### config.mk
export PLATFORM = sky130hd
export DESIGN_NAME = uart_rx_fifo
export DESIGN_NICKNAME = d
export VERILOG_FILES = /design/src/rtl/uart_rx_pkg.sv /design/src/rtl/uart_rx_fifo_ctrl.sv /design/src/rtl/uart_rx_fifo_store.sv /design/src/rtl/uart_rx_fifo_flags.sv /design/src/rtl/uart_rx_fifo.sv
export SDC_FILE = /design/constraint.sdc
export NUM_CORES = 1
export LEC_CHECK = 0
export BUFFER_PORTS_ARGS = -buffer_cell sky130_fd_sc_hd__buf_2
export CAP_MARGIN = 15
export CORE_ASPECT_RATIO = 0.5
export CORE_MARGIN = 2
export CORE_UTILIZATION = 55
export DETAILED_ROUTE_END_ITERATION = 8
export PLACE_DENSITY = 0.72
export SYNTH_ARGS = -nofsm -noshare
export SYNTH_HDL_FRONTEND = slang
export SYNTH_SLANG_ARGS = --single-unit
### constraint.sdc
create_clock -name clk_i -period 6.8 [get_ports clk_i]
set_clock_uncertainty 0.15 [all_clocks]
set_input_delay 1.36 -clock clk_i [delete_from_list [all_inputs] [get_ports clk_i]]
set_output_delay 1.36 -clock clk_i [all_outputs]
set_load 0.05 [all_outputs]
### src/rtl/uart_rx_pkg.sv
package uart_rx_pkg;
  localparam int unsigned CHAR_W  = 8;
  localparam int unsigned ERR_W   = 4;
  localparam int unsigned ENTRY_W = CHAR_W + ERR_W;
  // error bit positions inside the error field (entry bit = CHAR_W + index)
  localparam int unsigned ERR_FRAME = 0;
  localparam int unsigned ERR_PAR   = 1;
  localparam int unsigned ERR_BRK   = 2;
  localparam int unsigned ERR_OVR   = 3;

  typedef logic [ENTRY_W-1:0] rx_entry_t;

  function automatic rx_entry_t break_entry();
    rx_entry_t e;
    e = '0;
    e[CHAR_W + ERR_BRK] = 1'b1;
    return e;
  endfunction
endpackage

### src/rtl/uart_rx_fifo_ctrl.sv
module uart_rx_fifo_ctrl #(
  parameter int unsigned DEPTH = 16,
  localparam int unsigned PTR_W = $clog2(DEPTH),
  localparam int unsigned CNT_W = PTR_W + 1
) (
  input  logic             clk_i,
  input  logic             rst_ni,
  input  logic             fifo_en_i,
  input  logic             push_i,
  input  logic             brk_i,
  input  logic             rd_i,
  output logic             ready_o,
  output logic             wr_en_o,
  output logic [PTR_W-1:0] wr_ptr_o,
  output logic [PTR_W-1:0] rd_ptr_o,
  output logic [CNT_W-1:0] cnt_q_o,
  output logic [CNT_W-1:0] cnt_d_o,
  output logic             mode_q_o,
  output logic             toggle_o
);
  localparam logic [CNT_W-1:0] DEPTH_C = CNT_W'(DEPTH);
  localparam logic [CNT_W-1:0] ONE_C   = CNT_W'(1);

  logic [PTR_W-1:0] rptr_q, rptr_d;
  logic [CNT_W-1:0] cnt_q, cnt_d, depth_act;
  logic             mode_q, toggle, do_push, do_pop;

  assign toggle    = fifo_en_i ^ mode_q;
  assign depth_act = fifo_en_i ? DEPTH_C : ONE_C;
  assign ready_o   = !toggle && (cnt_q < depth_act);
  assign do_push   = (push_i || brk_i) && ready_o;
  assign do_pop    = rd_i && (cnt_q != '0) && !toggle;

  always_comb begin
    rptr_d = rptr_q;
    cnt_d  = cnt_q;
    if (toggle) begin
      rptr_d = '0;
      cnt_d  = '0;
    end else begin
      if (do_pop) rptr_d = rptr_q + PTR_W'(1);
      case ({do_push, do_pop})
        2'b10:   cnt_d = cnt_q + ONE_C;
        2'b01:   cnt_d = cnt_q - ONE_C;
        default: cnt_d = cnt_q;
      endcase
    end
  end

  always_ff @(posedge clk_i or negedge rst_ni) begin
    if (!rst_ni) begin
      rptr_q <= '0;
      cnt_q  <= '0;
      mode_q <= 1'b0;
    end else begin
      rptr_q <= rptr_d;
      cnt_q  <= cnt_d;
      mode_q <= fifo_en_i;
    end
  end

  // wraps modulo DEPTH (power of two); count never exceeds DEPTH-1 when a push is kept
  assign wr_ptr_o = rptr_q + cnt_q[PTR_W-1:0];
  assign wr_en_o  = do_push;
  assign rd_ptr_o = rptr_q;
  assign cnt_q_o  = cnt_q;
  assign cnt_d_o  = cnt_d;
  assign mode_q_o = mode_q;
  assign toggle_o = toggle;
endmodule

### src/rtl/uart_rx_fifo_store.sv
module uart_rx_fifo_store
  import uart_rx_pkg::*;
#(
  parameter int unsigned DEPTH = 16,
  localparam int unsigned PTR_W = $clog2(DEPTH)
) (
  input  logic             clk_i,
  input  logic             rst_ni,
  input  logic             wr_en_i,
  input  logic [PTR_W-1:0] wr_ptr_i,
  input  rx_entry_t        wr_data_i,
  input  logic [PTR_W-1:0] rd_ptr_i,
  output rx_entry_t        rd_data_o
);
  rx_entry_t slot_q [DEPTH];

  for (genvar i = 0; i < DEPTH; i++) begin : g_slot
    always_ff @(posedge clk_i or negedge rst_ni) begin
      if (!rst_ni)                                  slot_q[i] <= '0;
      else if (wr_en_i && wr_ptr_i == PTR_W'(i))    slot_q[i] <= wr_data_i;
    end
  end

  assign rd_data_o = slot_q[rd_ptr_i];
endmodule

### src/rtl/uart_rx_fifo_flags.sv
module uart_rx_fifo_flags
  import uart_rx_pkg::*;
#(
  parameter int unsigned DEPTH = 16,
  parameter int unsigned TRIG  = 1,
  localparam int unsigned CNT_W = $clog2(DEPTH) + 1
) (
  input  logic             clk_i,
  input  logic             rst_ni,
  input  logic             fifo_en_i,
  input  logic [CNT_W-1:0] cnt_d_i,
  input  logic             push_kept_i,
  input  logic             rd_i,
  input  logic             toggle_i,
  input  logic [ERR_W-1:0] head_err_i,
  input  logic             status_clr_i,
  output logic             empty_o,
  output logic             full_o,
  output logic             irq_set_o,
  output logic             irq_clr_o,
  output logic [ERR_W-1:0] status_o
);
  localparam logic [CNT_W-1:0] DEPTH_C = CNT_W'(DEPTH);
  localparam logic [CNT_W-1:0] TRIG_C  = CNT_W'(TRIG);
  localparam logic [CNT_W-1:0] TRIG_M1 = CNT_W'(TRIG - 1);

  logic [CNT_W-1:0] depth_d;
  assign depth_d = fifo_en_i ? DEPTH_C : CNT_W'(1);

  always_ff @(posedge clk_i or negedge rst_ni) begin
    if (!rst_ni) begin
      empty_o   <= 1'b1;
      full_o    <= 1'b0;
      irq_set_o <= 1'b0;
      irq_clr_o <= 1'b0;
      status_o  <= '0;
    end else begin
      empty_o   <= (cnt_d_i == '0);
      full_o    <= (cnt_d_i == depth_d);
      irq_set_o <= push_kept_i && (cnt_d_i == TRIG_C);
      irq_clr_o <= rd_i && !toggle_i && (cnt_d_i == TRIG_M1);
      if (rd_i)              status_o <= head_err_i;
      else if (status_clr_i) status_o <= '0;
    end
  end
endmodule

### src/rtl/uart_rx_fifo.sv
module uart_rx_fifo
  import uart_rx_pkg::*;
#(
  parameter int unsigned DEPTH = 16,
  parameter int unsigned TRIG  = 1,
  localparam int unsigned PTR_W = $clog2(DEPTH),
  localparam int unsigned CNT_W = PTR_W + 1
) (
  input  logic               clk_i,
  input  logic               rst_ni,
  input  logic               fifo_en_i,
  input  logic               push_i,
  input  logic [CHAR_W-1:0]  push_data_i,
  input  logic [ERR_W-1:0]   push_err_i,
  input  logic               brk_i,
  output logic               ready_o,
  input  logic               rd_i,
  output logic [ENTRY_W-1:0] rd_data_o,
  input  logic               status_clr_i,
  output logic [ERR_W-1:0]   status_o,
  output logic               empty_o,
  output logic               full_o,
  output logic               rx_irq_set_o,
  output logic               rx_irq_clr_o
);
  logic             wr_en, mode_q, toggle;
  logic [PTR_W-1:0] wr_ptr, rd_ptr;
  logic [CNT_W-1:0] cnt_q, cnt_d;
  rx_entry_t        wr_data, head;

  // break wins over a character offered in the same cycle
  assign wr_data = brk_i ? break_entry() : {push_err_i, push_data_i};

  uart_rx_fifo_ctrl #(.DEPTH(DEPTH)) ctrl_i (
    .clk_i, .rst_ni, .fifo_en_i, .push_i, .brk_i, .rd_i,
    .ready_o,
    .wr_en_o  (wr_en),
    .wr_ptr_o (wr_ptr),
    .rd_ptr_o (rd_ptr),
    .cnt_q_o  (cnt_q),
    .cnt_d_o  (cnt_d),
    .mode_q_o (mode_q),
    .toggle_o (toggle)
  );

  uart_rx_fifo_store #(.DEPTH(DEPTH)) store_i (
    .clk_i, .rst_ni,
    .wr_en_i   (wr_en),
    .wr_ptr_i  (wr_ptr),
    .wr_data_i (wr_data),
    .rd_ptr_i  (rd_ptr),
    .rd_data_o (head)
  );

  uart_rx_fifo_flags #(.DEPTH(DEPTH), .TRIG(TRIG)) flags_i (
    .clk_i, .rst_ni, .fifo_en_i,
    .cnt_d_i      (cnt_d),
    .push_kept_i  (wr_en),
    .rd_i,
    .toggle_i     (toggle),
    .head_err_i   (head[ENTRY_W-1:CHAR_W]),
    .status_clr_i,
    .empty_o, .full_o,
    .irq_set_o    (rx_irq_set_o),
    .irq_clr_o    (rx_irq_clr_o),
    .status_o
  );

  assign rd_data_o = head;
endmodule

* Word level (Yosys, flattened, before mapping) *
Index checks and enable logic that the tools add are counted.

cells by class
  order comparisons = 2
  equal/unequal tests = 19
  muxes and demuxes = 11
  bitwise logic cells = 2
  reduce and logical (&&, ||, !) cells = 30
  add/sub/neg operators = 4

operators with widths
  kind                                                       number
  binary-select mux 12 bit (select 4 bit)                    1
  2-to-1 mux 12 bit                                          3
  equality test 4 bit (second input constant)                8
  logical AND 1 bit                                          23
  equality test 4 x 3 -> 1 bit (second input constant)       4
  2-to-1 mux 4 bit                                           4
  2-to-1 mux 5 bit                                           2
  case mux 5 bit (2 select lines)                            1
  equality test 4 x 2 -> 1 bit (second input constant)       2
  adder 5 x 1 -> 5 bit (second input constant)               1
  equality test 5 x 1 -> 1 bit (second input constant)       1
  equality test 5 bit                                        1
  greater-or-equal comparator 5 bit (second input constant)  1
  logical NOT 5 bit                                          1
  less-than comparator 5 bit                                 1
  NOT 4 -> 5 bit                                             1
  nonzero test 5 bit                                         1
  subtractor 5 x 1 -> 5 bit (second input constant)          1
  adder 4 x 1 -> 4 bit (second input constant)               1
  adder 4 bit                                                1
  equality test 4 x 1 -> 1 bit (second input constant)       1
  logical NOT 4 bit                                          1
  nonzero test 2 bit                                         2
  equality test 2 x 1 -> 1 bit (second input constant)       1
  other kinds (4)                                            4

storage, ports and cells
  output and inout port bits = 21
  flip-flop bits (word level) = 210
  logic and storage cells = 92
  input port bits = 19

* Depth between registers and ports, before layout *
  depth after elaboration = 9
  depth in mapped cells = 14
  mapped depth without buffers = 12

* By module *
From an unflattened synthesis, not the netlist that was laid out.

unflattened totals
  cells, all modules = 652
  area, all modules = 9776.9 µm²

modules (own cells, without submodules)
  module              area each (µm²)  cells an instance  instances
  uart_rx_fifo_store  8628.3           538                1
  uart_rx_fifo_ctrl   754.5            79                 1
  uart_rx_fifo_flags  307.8            22                 1
  uart_rx_fifo        86.3             13                 1

* Least setup slack after synthesis *
No wires, ideal clock.

  kind = in2reg
  from = input port fifo_en_i
  to = register flags_i.full_o
  buffers on the path = 2
  data required time = 6.572 ns
  setup slack = 2.002 ns
  stages on the path = 14
  library setup time = 0.078 ns
  data arrival time = 4.570 ns
  cells stage by stage = clkbuf_1 inv_1 ha_1 o21ai_4 o211ai_4 ha_1 clkbuf_1 xor2_1 ha_1 a211oi_1 or2_2 or4_1 a211o_1 a21oi_1

between the ends
  cells in the longest elaborated chain, start to end = 8
  elaborated cells on any way between the ends = 12
  those cells by class = order compare (1); eq/ne (3); mux (3); bitwise (1); reduce/logical (4)

ends and longest elaborated chain
  what                                                                        line                                                                        RTL
  start: declaration                                                          uart_rx_fifo.sv:11                                                          input logic fifo_en_i,
  2-to-1 mux 5 bit / XOR 1 bit (equally long branches)                        uart_rx_fifo_ctrl.sv:29, uart_rx_fifo_flags.sv:28, uart_rx_fifo_ctrl.sv:28
  less-than comparator 5 bit / logical NOT 1 bit (equally long branches)      uart_rx_fifo_ctrl.sv:30, uart_rx_fifo_ctrl.sv:32
  logical AND 1 bit                                                           uart_rx_fifo_ctrl.sv:30                                                     assign ready_o = !toggle && (cnt_q < depth_act);
  logical AND 1 bit                                                           uart_rx_fifo_ctrl.sv:31                                                     assign do_push = (push_i || brk_i) && ready_o;
  equality test 2 x 1 -> 1 bit / equality test 2 bit (equally long branches)  uart_rx_fifo_ctrl.sv:42                                                     case ({do_push, do_pop})
  case mux 5 bit (2 select lines)                                             uart_rx_fifo_ctrl.sv:42
  2-to-1 mux 5 bit                                                            uart_rx_fifo_ctrl.sv:37                                                     if (toggle) begin
  equality test 5 bit (*)                                                     uart_rx_fifo_flags.sv:39                                                    full_o <= (cnt_d_i == depth_d);
  end signal: assignment                                                      uart_rx_fifo_flags.sv:39
  end: declaration                                                            uart_rx_fifo_flags.sv:18                                                    output logic full_o,

Mark *: on every way between the ends. The rest lies on a longest branch, timed or not.
A chain may end at the register's enable or synchronous reset.

* Final worst setup path *
Ends and elaborated chain as after synthesis.

==> flow_summary.ini <==
[timing]
timing.final.ws_setup_ns = 1.91
grt_setup_unrepaired = no
timing.fmax_ghz = 0.205
tightest_slew_ns = 1.15
finalSetupViolations = 0
fin_tns_setup_ns = 0
fin_crit_sh = 0.719
hold_viol = 0
max-slew-margin-rel = 0.225
fin_crit_ns = 4.89
slew_violations = 0

[grt]
grt-ovfl-total = 0
grt_usage = 0.246
grt_pass1_wl_um = 37000
grt_max_degree = 85
antenna_found_initial = 0
grt_pass1_vias = 6272

[yosys]
ys_seq_area_frac = 0.510
synth.distinct_cells = 53
synth_nets = 749
syn_avg_cell_area_um2 = 14.3
synth_ff_type = dfrtp_1
syn-cell-area_um2 = 10300
synth_cells = 721
async_reset_ff_frac = 1.00
ys_warn_count = 0
synth_edf_count = 0
synth_seq_cells = 210

[placed_design]
dp_hpwl_um = 13800
place_ws_ns = 1.49
dp.cells = 960
gp_congestion = 0.768
io_buffers = 39

[min_path]
hold_path_class = register to register
min_path_cells = 1

[setup_path]
worstRegToRegCells = 6
crit_fanout = 12
worstSetupPathType = input port to register
crit_path_start_kind = input port
worstPathArrival_ns = 5.15
ff2ff_setup_slack_ns = 2.48
cp-end-kind = register
worst_ep_required_time_ns = 7.06

[routing]
wl_per_cell_um = 23.2
via_per_inst = 6.11
wl_um = 23100
firstDrtPassIters = 4
drt-initial-drc-count = 381
drc = 0
vias = 6089
ant_nets = 0

[clock_tree]
holdBufCountCts = 0
cts_buffers = 20
path_clk_slew_ns = 0.06
h-tree-depth = 1
cts-root-buf = clkbuf_16
cts_num_sinks = 210
cts_buffer_depth = 3
cts_resized = 0
tritoncts = done
insertion_delay_ns = 0.49
postCtsSetupBuffers = 0

[flow_run]
cap_violations = 0

[final_layout]
drive_gt1_frac = 0.456
areaGrowthSynthToFinish_pct = 10.2
final_cell_mix = 208 x dfrtp_1, 179 x mux2_2, 38 x buf_2
antenna_cells = 0
post_layout_nonfiller_instances = 996
multi_input_area_um2 = 4770
finalNetCount = 771
final_util = 0.618
num-fill-cells = 1366
seqCellArea_um2 = 5260
layout_commonest_cell = dfrtp_1

[die]
die_h_um = 101
initial_core_util = 0.560
core_region_area_um2 = 18400
dieArea_um2 = 19900
fp.dieW_um = 198
fp-row-count = 35
io_pins = 40

[status]
status = finished, final reports clean

[power]
ir_worst_vdd_mv = 0.158
power_leakage_nw = 5.30
power_density_nw_per_um2 = 357
## path summary, 6_finish.rpt
path	start	end
max in group asynchronous	rst_ni	ctrl_i.cnt_q_o[1]
worst max-delay path	fifo_en_i	flags_i.full_o
worst min register to register	store_i.slot_q[49]	store_i.slot_q[49]
worst max register to register	ctrl_i.rd_ptr_o[0]	store_i.slot_q[133]
worst min-delay path	store_i.slot_q[49]	store_i.slot_q[49]
min in group asynchronous	rst_ni	store_i.slot_q[149]
## metrics by stage
stage / total power [mW] / area [µm²] / hold slack [ns]
finish: 4.05 / 11400 / 0.332
global route: 4.25 / 11400 / 0.354
CTS: 4.08 / 11300 / 0.337
detailed placement: 2.96 / 10700 / 0.323
global placement: 2.92 / 10700 / 0.313
floorplan: 2.66 / 10300 / 0.303
## sequential cells by signal (all words and copies together), names as in the netlist
register / cells
flags_i.empty_o: 1
store_i.slot_q: 192
ctrl_i.cnt_q_o: 5
ctrl_i.mode_q_o: 1
flags_i.irq_set_o: 1
ctrl_i.rd_ptr_o: 4
flags_i.status_o: 4
flags_i.full_o: 1
flags_i.irq_clr_o: 1
## routing by layer
layer,global-route usage,vias to the layer above,wire length (µm)
met3,0.0365,35,1030
met2,0.367,119,10200
met5,0,-,0
met1,0.382,3221,11400
met4,0.0573,0,466
li1,-,2714,-
## synthesized netlist by cell type (8+ instances only)
cell type,instances,share of area
nor2_1,16,0.0058
buf_4,10,0.0073
mux2_4,20,0.029
clkbuf_1,27,0.0098
a22oi_1,8,0.0058
mux4_2,32,0.070
a21oi_1,19,0.0092
mux2i_1,31,0.030
nor4_4,8,0.017
dfrtp_1,209,0.51
ha_1,8,0.0097
a221oi_1,8,0.0068
buf_2,13,0.0063
nand2_1,17,0.0062
xor2_1,8,0.0068
mux2_2,179,0.20
o21ai_0,16,0.0078
nor2b_1,17,0.010
## worst max-delay path, cell delays in order
cell and delay (ns):
buf_2 0.19, xor2_1 0.71, nor2_1 0.24, o211ai_4 0.36, ha_1 0.45, xor2_1 0.19
ha_1 0.21, a211oi_1 0.08, or2_2 0.30, or4_1 0.58, a211o_1 0.33, a21oi_1 0.14
## logic make-up (layout without fill, tap and decap cells)
family,count (synthesis),after routing,synth area share
fa+ha+maj,9,9,0.0117
simple gates,90,90,0.0611
buf+inv,60,95,0.0293
compound gates,76,76,0.0510
xor+xnor,13,13,0.0110
mux,263,263,0.326
flops,210,210,0.510
## final cells by class
type,count,area share
Sequential cell,210,0.463
Multi-Input combinational cell,451,0.420
Clock buffer,28,0.0521
Timing Repair Buffer,57,0.0316
Tap cell,240,0.0264
Clock inverter,7,0.00573
Inverter,3,0.000991
## report_power, final
group / internal [mW] / switching (mW)
clock: 0.646 / 0.467
combinational: 0.565 / 0.702
sequential: 1.47 / 0.197
Note: power is estimated with default switching activity, not from simulation.
